--- src/rtl/fs_link_tx.sv ---
module fs_link_tx #(
  parameter int WORD_W    = 6,
  parameter int NUM_WORDS = 6,
  parameter logic [WORD_W-1:0] ALIGN_PAT = 6'b011100
) (
  input  logic              clk,
  input  logic              rst_n,
  input  logic              mode_en,
  input  logic              frm_stb,
  input  logic              sf_start,
  input  logic              wr_en,
  input  logic [2:0]        wr_addr,
  input  logic [WORD_W-1:0] wr_data,
  output logic              fs_bit,
  output logic              fs_slot,
  output logic              free_buf,
  output logic              swap_irq
);

  localparam int SF_FRAMES = 2 * WORD_W;
  localparam int FRM_W     = $clog2(SF_FRAMES + 1);
  localparam int IDX_W     = $clog2(WORD_W);

  logic [WORD_W-1:0] mem [2][NUM_WORDS];
  logic              act;
  logic [2:0]        widx;
  logic [FRM_W-1:0]  frame_q, cur_frame;
  logic [WORD_W-1:0] sh;
  logic [IDX_W-1:0]  pidx;

  wire stb_sf   = frm_stb & sf_start;
  wire last     = (widx == 3'(NUM_WORDS - 1));
  wire wr_ok    = wr_en && (wr_addr < 3'(NUM_WORDS));

  always_comb begin
    if (sf_start || frame_q == FRM_W'(SF_FRAMES)) cur_frame = FRM_W'(1);
    else                                         cur_frame = frame_q + FRM_W'(1);
  end

  assign pidx     = IDX_W'(cur_frame[FRM_W-1:1] - 1'b1);
  assign fs_slot  = frm_stb && !cur_frame[0];
  assign fs_bit   = fs_slot && (mode_en ? sh[0] : ALIGN_PAT[pidx]);
  assign free_buf = ~act;

  always_ff @(posedge clk) begin
    if (!rst_n) begin
      act      <= 1'b0;
      widx     <= '0;
      frame_q  <= FRM_W'(SF_FRAMES);
      sh       <= '0;
      swap_irq <= 1'b0;
      for (int b = 0; b < 2; b++)
        for (int w = 0; w < NUM_WORDS; w++)
          mem[b][w] <= '0;
    end else begin
      swap_irq <= 1'b0;
      if (frm_stb) frame_q <= cur_frame;
      if (!mode_en) widx <= '0;
      if (stb_sf && mode_en) begin
        sh   <= mem[act][widx];
        widx <= last ? '0 : widx + 3'd1;
        if (last) begin
          act      <= ~act;
          swap_irq <= 1'b1;
        end
      end else if (fs_slot && mode_en) begin
        sh <= sh >> 1;
      end
      if (wr_ok) mem[~act][wr_addr] <= wr_data;
    end
  end

  a_r5_irq_single: assert property (@(posedge clk) disable iff (!rst_n)
    swap_irq |=> !swap_irq);
  a_r5_irq_cause: assert property (@(posedge clk) disable iff (!rst_n)
    swap_irq |-> $past(stb_sf && mode_en && last));
  a_r5_free_flips: assert property (@(posedge clk) disable iff (!rst_n)
    swap_irq |-> (free_buf != $past(free_buf)));
  a_r2_no_swap_off: assert property (@(posedge clk) disable iff (!rst_n)
    !mode_en |=> !swap_irq);
  a_r8_slot_strobe: assert property (@(posedge clk) disable iff (!rst_n)
    fs_slot |-> frm_stb);
  a_r8_quiet: assert property (@(posedge clk) disable iff (!rst_n)
    !fs_slot |-> !fs_bit);
  a_r4_idx_range: assert property (@(posedge clk) disable iff (!rst_n)
    widx < 3'(NUM_WORDS));

endmodule

--- config.mk ---
export PLATFORM = sky130hd
export DESIGN_NAME = fs_link_tx
export DESIGN_NICKNAME = d
export VERILOG_FILES = /design/src/rtl/fs_link_tx.sv
export SDC_FILE = /design/constraint.sdc
export NUM_CORES = 1
export LEC_CHECK = 0
export CORE_MARGIN = 4
export CORE_UTILIZATION = 49
export DETAILED_ROUTE_END_ITERATION = 8
export DONT_BUFFER_PORTS = 1
export HOLD_SLACK_MARGIN = 0.06
export MAX_ROUTING_LAYER = met4
export PLACE_DENSITY = 0.63
export SYNTH_ARGS = -nofsm -noshare
export SYNTH_HDL_FRONTEND = slang
export SYNTH_SLANG_ARGS = --single-unit
--- constraint.sdc ---
create_clock -name clk -period 4.3 [get_ports clk]
set_input_delay 0.43 -clock clk [delete_from_list [all_inputs] [get_ports clk]]
set_output_delay 0.43 -clock clk [all_outputs]
set_load 0.02 [all_outputs]
Word-level counts from Yosys, hierarchy flattened
Memories as Yosys holds them, arrays and structs flattened. A register that Yosys moved wholly into a read port is not among the register bits.
Index checks and enable logic that the tools add are counted.
{"block": "totals", "mem_bits_rw": 72, "register_bits": 15, "word_cells": 57, "inputBits": 15, "romBits": 8, "memories": 2}
{"memory": "mem", "words": 2, "word_bits": 36, "rd": 1, "rd_clocked_by_memory_dff": 1, "wr": 2, "line": "24", "text": "logic [WORD_W-1:0] mem [2][NUM_WORDS];"}
{"memory": "(no name shown)", "words": 8, "word_bits": 1, "rd": 1, "rd_clocked_by_memory_dff": 0, "wr": 0, "line": "42", "text": "assign fs_bit = fs_slot && (mode_en ? sh[0] : ALIGN_PAT[pidx]);"}
{"block": "classes", "n_eq_ne": 3, "muxes": 23, "order_cmp": 5, "addsub": 3, "bitwise_logic": 4, "n_reduce_logical": 12}
{"cell": "two-way mux 36 bit", "n": 3}
{"cell": "OR reduction 36 bit", "n": 1}
{"cell": "two-way mux 6 bit", "n": 5}
{"cell": "binary-select mux 6 bit (select 3 bit)", "n": 1}
{"cell": "demux 6 bit (select 3 bit)", "n": 1}
{"cell": "two-way mux 1 bit", "n": 9}
{"cell": "two-way mux 3 bit", "n": 3}
{"cell": ">= comparator 4 bit (second input constant)", "n": 2}
{"cell": "inverter 3 -> 4 bit", "n": 2}
{"cell": "logical AND 1 bit", "n": 6}
{"cell": "adder 4 x 1 -> 4 bit (second input constant)", "n": 1}
{"cell": "equality test 4 bit (second input constant)", "n": 1}
{"cell": "< comparator 3 x 4 -> 1 bit (second input constant)", "n": 1}
{"cell": "< comparator 4 x 1 -> 1 bit (second input constant)", "n": 1}
{"cell": "two-way mux 4 bit", "n": 1}
{"cell": "AND reduction 2 bit", "n": 2}
{"cell": "adder 3 x 1 -> 3 bit (second input constant)", "n": 1}
{"cell": "equality test 3 bit (second input constant)", "n": 1}
{"cell": "< comparator 3 bit (second input constant)", "n": 1}
{"cell": "subtractor 3 x 1 -> 3 bit (second input constant)", "n": 1}
{"cell": "inequality test 2 x 1 -> 1 bit (second input constant)", "n": 1}
{"cell": "nonzero test 2 bit", "n": 1}
{"cell": "bitwise AND 1 bit", "n": 1}
{"cell": "logical NOT 1 bit", "n": 1}
{"cell": "2 further kinds", "n": 2}

Depth between registers and ports, before layout
Gate-level depths: netlist of run 1.
{"block": "logic_depth", "ltp_word": 8, "mapped_depth": 7, "depth_no_buf": 6}

Worst setup path after synthesis of run 1
No wires, ideal clock.
{"block": "synth_path", "path_kind": "reg2out", "startpoint": "register frame_q[0]", "endpoint": "output port fs_bit", "arrival_time_ns": 1.600, "required_ns": 3.870, "path_stages_with_launch": 7, "path_slack_ns": 2.270, "cell_sequence": "dfxtp_1 inv_1 ha_1 nand3_1 and3_1 o21ai_0 a21oi_1"}
{"block": "synth_between", "word_cells_on_any_way": 11}
{"item": "start, declared", "line": "27", "text": "logic [FRM_W-1:0] frame_q, cur_frame;"}
{"item": "start signal, assigned", "line": "49", "text": "frame_q <= FRM_W'(SF_FRAMES);"}
{"item": "start signal, assigned", "line": "57", "text": "if (frm_stb) frame_q <= cur_frame;"}
{"item": "parallel branches: the longest is 2 deep, another holds adder 4 x 1 -> 4 bit"}
{"item": "two-way mux 4 bit (*)", "line": "36", "text": "if (sf_start || frame_q == FRM_W'(SF_FRAMES)) cur_frame = FRM_W'(1);"}
{"item": "logical NOT 1 bit (*)", "line": "41", "text": "assign fs_slot = frm_stb && !cur_frame[0];"}
{"item": "logical AND 1 bit (*)", "line": "41"}
{"item": "net fs_slot", "line": "15", "text": "output logic fs_slot,"}
{"item": "logical AND 1 bit (*)", "line": "42"}
{"item": "end, declared", "line": "14", "text": "output logic fs_bit,"}
Mark *: on every way through the listed nets, which the timed path passes. The select of a mux whose other input is x is not followed.

Worst setup path in the final report of run 1
Same ends and word-level chain as after synthesis.

==> summary.md, run 1 <==
| Metric | Value |
|---|---|
| Number of global-route vias before repair | `around 2,400` |
| Slew Limit Headroom | `0.214` |
| Outcome | `finished clean` |
| Total grt overflow | `0` |
| Final min period | `2.55 ns` |
| Global placer's final weighted congestion | `roughly 0.83` |
| RSZ-0062 raised after global routing | `false` |
| Port Buffers | `0` |
| Die ar. | `~10000 um2` |
| Placement Setup Slack | `roughly 2.1 ns` |
| Sequential standard cell area | `around 2500 um2` |
| Pin slew with the least headroom to its limit | `1.17 ns` |
| Clock Latency Late Sink | `0.37 ns` |
| Site row count | `33` |
| Ys flop type | `edfxtp_1` |
| 1st-iter DRT viols | `between 150 and 200` |
| Non-Filler Instances | `slightly above 400` |
| Post-synth top area cell | `edfxtp_1` |
| Initial cell density of the core | `0.504` |
| Sink Count | `88` |
| Sequential area share after synthesis | `0.599` |
| Max_cap viols | `0` |
| Leak Pwr | `1.54 nW` |
| Post-synth EDFFs | `~70` |
| Fmax | `between 300 and 400 MHz` |
| Post-synth ARST share | `0` |
| CTS Root Cell | `clkbuf_8` |
| #FFs+latches synth | `88` |
| Largest net degree at the start of global routing | `19` |
| # IOs | `19` |
| CP arrival | `roughly 2.1 ns` |
| All-Layer GR Usage | `0.194` |
| Final HPWL from detailed placement | `6140 um` |
| Ranking of synthesized cells by area | `edfxtp_1 52%, dfxtp_1 7.7%, and2_1 6.3%` |
| N_diodes | `0` |
| Clock Skews | `around 0.015 ns` |
| Via count | `approximately 2,400` |
| # Post-CTS Setup Buffers | `0` |
| WL per Instance | `21.3 um` |
| Mapped Area | `4140 um2` |
| Synth Instances | `a little under 300` |
| Synthesized net count | `311` |
| Final wirelength | `between 8000 and 9000 um` |
| Vias per cell | `5.85` |
| Initial antenna violation count | `0` |
| Height of the die | `99.9 um` |
| Multi-input gate area | `1480 um2` |
| Final net count | `approximately 310` |
| Power Total | `between 1.5 and 2 mW` |
| CP startpoint kind | `flip-flop` |
| Final Worst Setup Slack | `around 1.7 ns` |
| Cell variety after synth | `50` |
| Cell Pwr Density | `roughly 370 nW/um2` |
| Fin crit share | `0.594` |
| Share of the synthesized area in the top cell type | `0.522` |
| Worst min path class | `in2reg` |
| # DRC | `0` |
| ANT nets after route | `0` |
| Average cell area after synthesis | `between 10 and 15 um2` |
| First-pass GRT wire length | `roughly 14,000 um` |
| Critical Path Fanout Max | `8` |
| First-pass detailed-route iteration total | `4` |
| Critical Path End Type | `output pin` |
| # setup viols final | `0` |
| H-tree levels | `3` |
| Hold_ws | `0.143 ns` |
| CTS resizes | `0` |
| Synth-to-Final Area Change | `4.29%` |
| Peak VDD IR | `approximately 0.23 mV` |
| Fillers | `701` |
| Slew Limit Fails | `0` |
| Core ar. | `approximately 8200 um2` |
| Fin. Hold Viols | `0` |
| CTS tree | `built` |
| Commonest non-fill, non-tap cell in the layout | `edfxtp_1` |
| Layout cell share with drive strength beyond 1 | `0.117` |
| Crit path required time | `slightly below 4 ns` |
| Most frequent cells in the layout | `72 x edfxtp_1, 42 x and2_1, 19 x mux2i_1` |
| Crit Path Class | `reg2out` |
| Clock Pin Slew Worst Setup and Hold Paths | `~0.09 ns` |
| Sum Neg Setup Slack | `0 ns` |
| Cell count after placement | `388` |
| CTS Buf Count | `9` |
| # hold bufs at CTS | `0` |
| Die Wd | `approximately 100 um` |
| Max clock buf depth | `2` |
| Yosys warns | `0` |
==> layout make-up <==
type | count | share of cell area
Inverter | 7 | 0.00608
Sequential cell | 88 | 0.575
Multi-Input combinational cell | 187 | 0.343
Clock inverter | 7 | 0.0154
Tap cell | 105 | 0.0304
Timing Repair Buffer | 1 | 0.00174
Clock buffer | 9 | 0.0287
==> layer usage <==
metal | vias to the layer above | wire length [um] | global-route usage
met3 | 12 | 388 | 0.0473
met1 | 1167 | 4030 | 0.260
met5 | - | 0 | -
li1 | 1129 | - | -
met4 | 0 | 139 | 0.0630
met2 | 54 | 4060 | 0.293
==> power by group <==
group	switching, mW	internal, mW
combinational	0.0463	0.0273
sequential	0.0194	0.959
clock	0.328	0.226
==> Yosys cell counts, types with 2 or more instances <==
| library cell | n |
|---|---|
| o21ai_0 | 10 |
| a221oi_1 | 2 |
| inv_1 | 7 |
| o22ai_1 | 5 |
| mux2i_1 | 19 |
| nor3_1 | 3 |
| and3_1 | 9 |
| nand4_1 | 2 |
| a21oi_1 | 11 |
| nor4_2 | 2 |
| o221ai_1 | 5 |
| buf_6 | 3 |
| nor2_1 | 14 |
| a221oi_2 | 4 |
| a31oi_1 | 4 |
| nand2_1 | 7 |
| dfxtp_1 | 16 |
| nand2b_1 | 7 |
| ha_1 | 2 |
| buf_12 | 2 |
| mux4_1 | 8 |
| clkbuf_8 | 5 |
| edfxtp_1 | 72 |
| and2_1 | 42 |
| nand3_1 | 4 |
| nor2b_1 | 2 |
| mux2_2 | 4 |
==> registers in the layout (all words and copies together) (netlist names), named ones only <==
name      count
swap_irq      1
mem          72
act           1
widx          3
sh            6
frame_q       4
==> critical path, stage by stage, from the launching register on <==
cell and delay (ns):
dfxtp_1 0.46, inv_1 0.09, ha_1 0.21, nand3_1 0.14
and3_1 0.33, o21ai_0 0.13, a21oi_1 0.39
==> cell families (layout without fill, tap and decap cells) <==
logic type / after synthesis / in the layout / synth area share
xor gates and xnor gates: 1 / 1 / 0.00212
and+or+nand+nor: 103 / 103 / 0.154
buffers and inverters: 19 / 24 / 0.0429
AOI/OAI and AO/OA: 49 / 49 / 0.0825
adders and majority gates: 2 / 2 / 0.00604
DFF: 88 / 88 / 0.599
muxes: 32 / 32 / 0.113
==> final timing paths <==
kind / start / to / slack, ns / depth (start not counted)
setup / recovery: frame_q[0]$_SDFFE_PN0P_ / fs_bit / 1.75 / 6
hold reg to reg: sh[5]$_SDFFE_PN0P_ / sh[5]$_SDFFE_PN0P_ / 0.49 / 2
hold / removal: rst_n / frame_q[2]$_SDFFE_PN1P_ / 0.14 / 1
setup reg to reg: flip-flop / sh[0]$_SDFFE_PN0P_ / 2.16 / 3
==> through the flow <==
| stage | utilization | area [um2] |
|---|---|---|
| floorplan | - | 4140 |
| global route | 0.526 | 4320 |
| global placement | 0.503 | 4130 |
| finish | 0.526 | 4320 |
| CTS | 0.526 | 4320 |
| detailed placement | 0.503 | 4130 |
Power figures use the tool's default switching activity.
==> run 2: changes to the inputs <==
--- a/config.mk
+++ b/config.mk
@@ -11,7 +11,7 @@
 export DONT_BUFFER_PORTS = 1
 export HOLD_SLACK_MARGIN = 0.06
 export MAX_ROUTING_LAYER = met4
-export PLACE_DENSITY = 0.63
+export PLACE_DENSITY = 0.65
 export SYNTH_ARGS = -nofsm -noshare
 export SYNTH_HDL_FRONTEND = slang
 export SYNTH_SLANG_ARGS = --single-unit
==> constraint.sdc (replaced) <==
create_clock -name clk -period 2.3 [get_ports clk]
set_input_delay 0.23 -clock clk [delete_from_list [all_inputs] [get_ports clk]]
set_output_delay 0.23 -clock clk [all_outputs]
set_load 0.02 [all_outputs]
==> summary.md, run 2 (synthesized netlist as in run 1, its figures left out) <==
| Metric | Value |
|---|---|
| Max clock buf depth | `2 (unchanged)` |
| Most frequent cells in the layout | `72 x edfxtp_1, 42 x and2_1, 19 x mux2i_1` |
| Top reg by flops | `mem` |
| Sequential standard cell area | `2480 um2 (about the same)` |
| Largest net degree at the start of global routing | `19 (unchanged)` |
| Die ar. | `9990 um2 (unchanged)` |
| Final instance area | `4550 um2 (+5.3%)` |
| Peak VDD IR | `0.580 mV (+160%)` |
| Largest register FFs | `72 (unchanged)` |
| Sink Count | `88 (unchanged)` |
| Via count | `2,500 (+5.8%)` |
| Sequential Power Share | `0.568 (-0.041)` |
| Critical Path End Type | `output pin` |
| Leak Pwr | `1.65 nW (+7.5%)` |
| Global placer's final weighted congestion | `0.908 (+10%)` |
| Core ar. | `8220 um2 (unchanged)` |
| RSZ-0062 raised after global routing | `false` |
| Sw power | `0.726 mW (+84%)` |
| Fin. Hold Viols | `0 (unchanged)` |
| CP startpoint kind | `flip-flop` |
| Clock Pin Slew Worst Setup and Hold Paths | `0.09 ns (about the same)` |
| Largest registers | `mem: 72 flops, sh: 6 flops, frame_q: 4 flops` |
| Cell-internal power | `2.49 mW (+110%)` |
| Max stage delay on crit path | `0.44 ns (-0.02 ns)` |
| 1st-iter DRT viols | `143 (-5.3%)` |
| # setup viols final | `0 (unchanged)` |
| Worst R2R Path Depth | `3 (unchanged)` |
| CTS Buf Count | `9 (unchanged)` |
| Dpl cell area | `4220 um2 (+2.2%)` |
| Outcome | `finished clean` |
| Hold wc startpoint | `wr_data[5]` |
| Layout cell share with drive strength beyond 1 | `0.150 (+0.0325)` |
| Final HPWL from detailed placement | `6120 um (-0.31%)` |
| WL per Instance | `21.0 um (-1.5%)` |
| Worst path slowest cell | `dfxtp_1` |
| Commonest non-fill, non-tap cell in the layout | `edfxtp_1` |
| Sum Neg Setup Slack | `0 ns (unchanged)` |
| Combinational power share | `0.055 (+0.009)` |
| ANT nets after route | `0 (unchanged)` |
| H-tree levels | `3 (unchanged)` |
| All-Layer GR Usage | `0.191 (-0.00254)` |
| Initial antenna violation count | `0 (unchanged)` |
| Power share of the clock group | `0.377 (+0.032)` |
| First-pass GRT wire length | `13,600 um (-1.0%)` |
| Clock Latency Late Sink | `0.36 ns (about the same)` |
| Final wirelength | `8950 um (+3.9%)` |
| Total grt overflow | `0 (unchanged)` |
| Critical Path Fanout Max | `7 (-1)` |
| R2r startpoint | `act$_SDFFE_PN0P_` |
| Crit Path Class | `reg2out` |
| Site row count | `33 (unchanged)` |
| Final net count | `333 (+7.1%)` |
| Vias per cell | `5.87 (+0.38%)` |
| Worst min path class | `in2reg` |
| Max_cap viols | `0 (unchanged)` |
| Fmax | `484 MHz` |
| CP arrival | `1.84 ns (-0.28 ns)` |
| Slew Limit Headroom | `0.545 (+0.331)` |
| Clock Skews | `0.0164 ns (+0.00103 ns)` |
| Initial cell density of the core | `0.504 (unchanged)` |
| Crit path required time | `2.07 ns (-1.80 ns)` |
| Fin crit share | `0.899` |
| Height of the die | `99.9 um (unchanged)` |
| Multi-input gate area | `1490 um2 (+0.25%)` |
| CTS tree | `built` |
| Critical path, cell by cell | `inv_1, ha_1, nor2_1, o21ai_0, o221ai_1, a21oi_2` |
| Die Wd | `99.9 um (unchanged)` |
| Port Buffers | `0 (unchanged)` |
| Worst R2R End | `mem[0][20]$_SDFFCE_PN0P_` |
| N_diodes | `0 (unchanged)` |
| Slew Limit Fails | `0 (unchanged)` |
| FF-to-FF setup slack | `0.26 ns (-1.90 ns)` |
| Hold Crit Depth | `1 (unchanged)` |
| # DRC | `0 (unchanged)` |
| CTS Root Cell | `clkbuf_8` |
| Switching Fraction | `0.226 (-0.0196)` |
| Fillers | `687 (-2.0%)` |
| Cell Pwr Density | `707 nW/um2 (+90%)` |
| Pin slew with the least headroom to its limit | `0.682 ns (-0.485 ns)` |
| WHS Endpoint | `mem[0][11]$_SDFFCE_PN0P_` |
| First-pass detailed-route iteration total | `4 (unchanged)` |
| Final min period | `between 2 and 2.5 ns` |
| # IOs | `19 (unchanged)` |
| Synth-to-Final Area Change | `9.79%` |
| Number of global-route vias before repair | `2,473 (+5.0%)` |
## run 2: cell count changes in the layout (fill, tap and decap cells not counted), sizes merged
| cell | delta |
|---|---|
| buf | +12 |
| bufinv | +2 |
| clkinv | -1 |
| dlygate4sd3 | +10 |
| inv | -1 |
## run 2: final cells by class
class                           instances  area share
Clock buffer                            9      0.0272
Clock inverter                          7      0.0217
Inverter                                7     0.00578
Multi-Input combinational cell        187       0.327
Sequential cell                        88       0.546
Tap cell                              105      0.0289
Timing Repair Buffer                   23      0.0435
## run 2: power by group through the flow
stage | Sequential [mW] | Clock, mW | Combinational [mW]
6_report | 1.83 | 1.21 | 0.176
5_1_grt | 1.83 | 1.28 | 0.192
4_1_cts | 1.83 | 1.22 | 0.174
3_5_place_dp | 1.86 | 0 | 0.153
3_3_place_gp | 1.86 | 0 | 0.151
2_1_floorplan | 1.84 | 0 | 0.123
## run 2: how the worst max path moves through the flow
stage | from | to | slack, ns | depth (start not counted)
after floorplan | frame_q[0]$_SDFFE_PN0P_ | fs_bit | 0.47 | 6
after global placement | act$_SDFFE_PN0P_ | mem[0][20]$_SDFFCE_PN0P_ | 0.28 | 3
after detailed placement | act$_SDFFE_PN0P_ | mem[0][18]$_SDFFCE_PN0P_ | 0.22 | 3
after CTS | frame_q[0]$_SDFFE_PN0P_ | fs_bit | 0.04 | 6
after global routing | frame_q[1]$_SDFFE_PN0P_ | fs_bit | 0.08 | 6
final | frame_q[1]$_SDFFE_PN0P_ | fs_bit | 0.23 | 6
## run 2: critical path: cells and delay by family (launching register included)
kind,cells,cell delay [ns]
compound gates,3,0.60
fa+ha+maj,1,0.32
buf+inv,1,0.08
flops,1,0.44
simple gates,1,0.05
## run 2: metal layers
metal	GRT usage	wire, um
met2	0.301	4330
met4	0.0746	207
met3	0.0347	424
met5	-	0
met1	0.248	3980
## run 2: metrics by stage
stage,worst slack [ns],power (mW),cells,util,hold slack (ns)
final,0.232,3.22,426,0.553,0.0694
after detailed placement,0.223,2.02,400,0.513,0.320
after floorplan,0.470,1.97,294,-,0.386
after global placement,0.284,2.01,400,0.513,0.319
after global routing,0.0797,3.31,426,0.553,0.0651
after CTS,0.0385,3.22,425,0.552,0.0618
## run 2: what timing repair did
action,in CTS,in global routing
hold endpoints to repair,25,1
hold buffers,9,1
setup endpoints to repair,0,1
buffers inserted,0,0
resized for setup,0,2
==> run 3: changes to the inputs <==
--- a/config.mk
+++ b/config.mk
@@ -7,6 +7,7 @@
 export LEC_CHECK = 0
 export CORE_MARGIN = 4
 export CORE_UTILIZATION = 49
+export CTS_CLUSTER_DIAMETER = 100
 export DETAILED_ROUTE_END_ITERATION = 8
 export DONT_BUFFER_PORTS = 1
 export HOLD_SLACK_MARGIN = 0.06
==> results of run 3 <==
No change in the layout: final DEF, timing and power equal those of run 2.
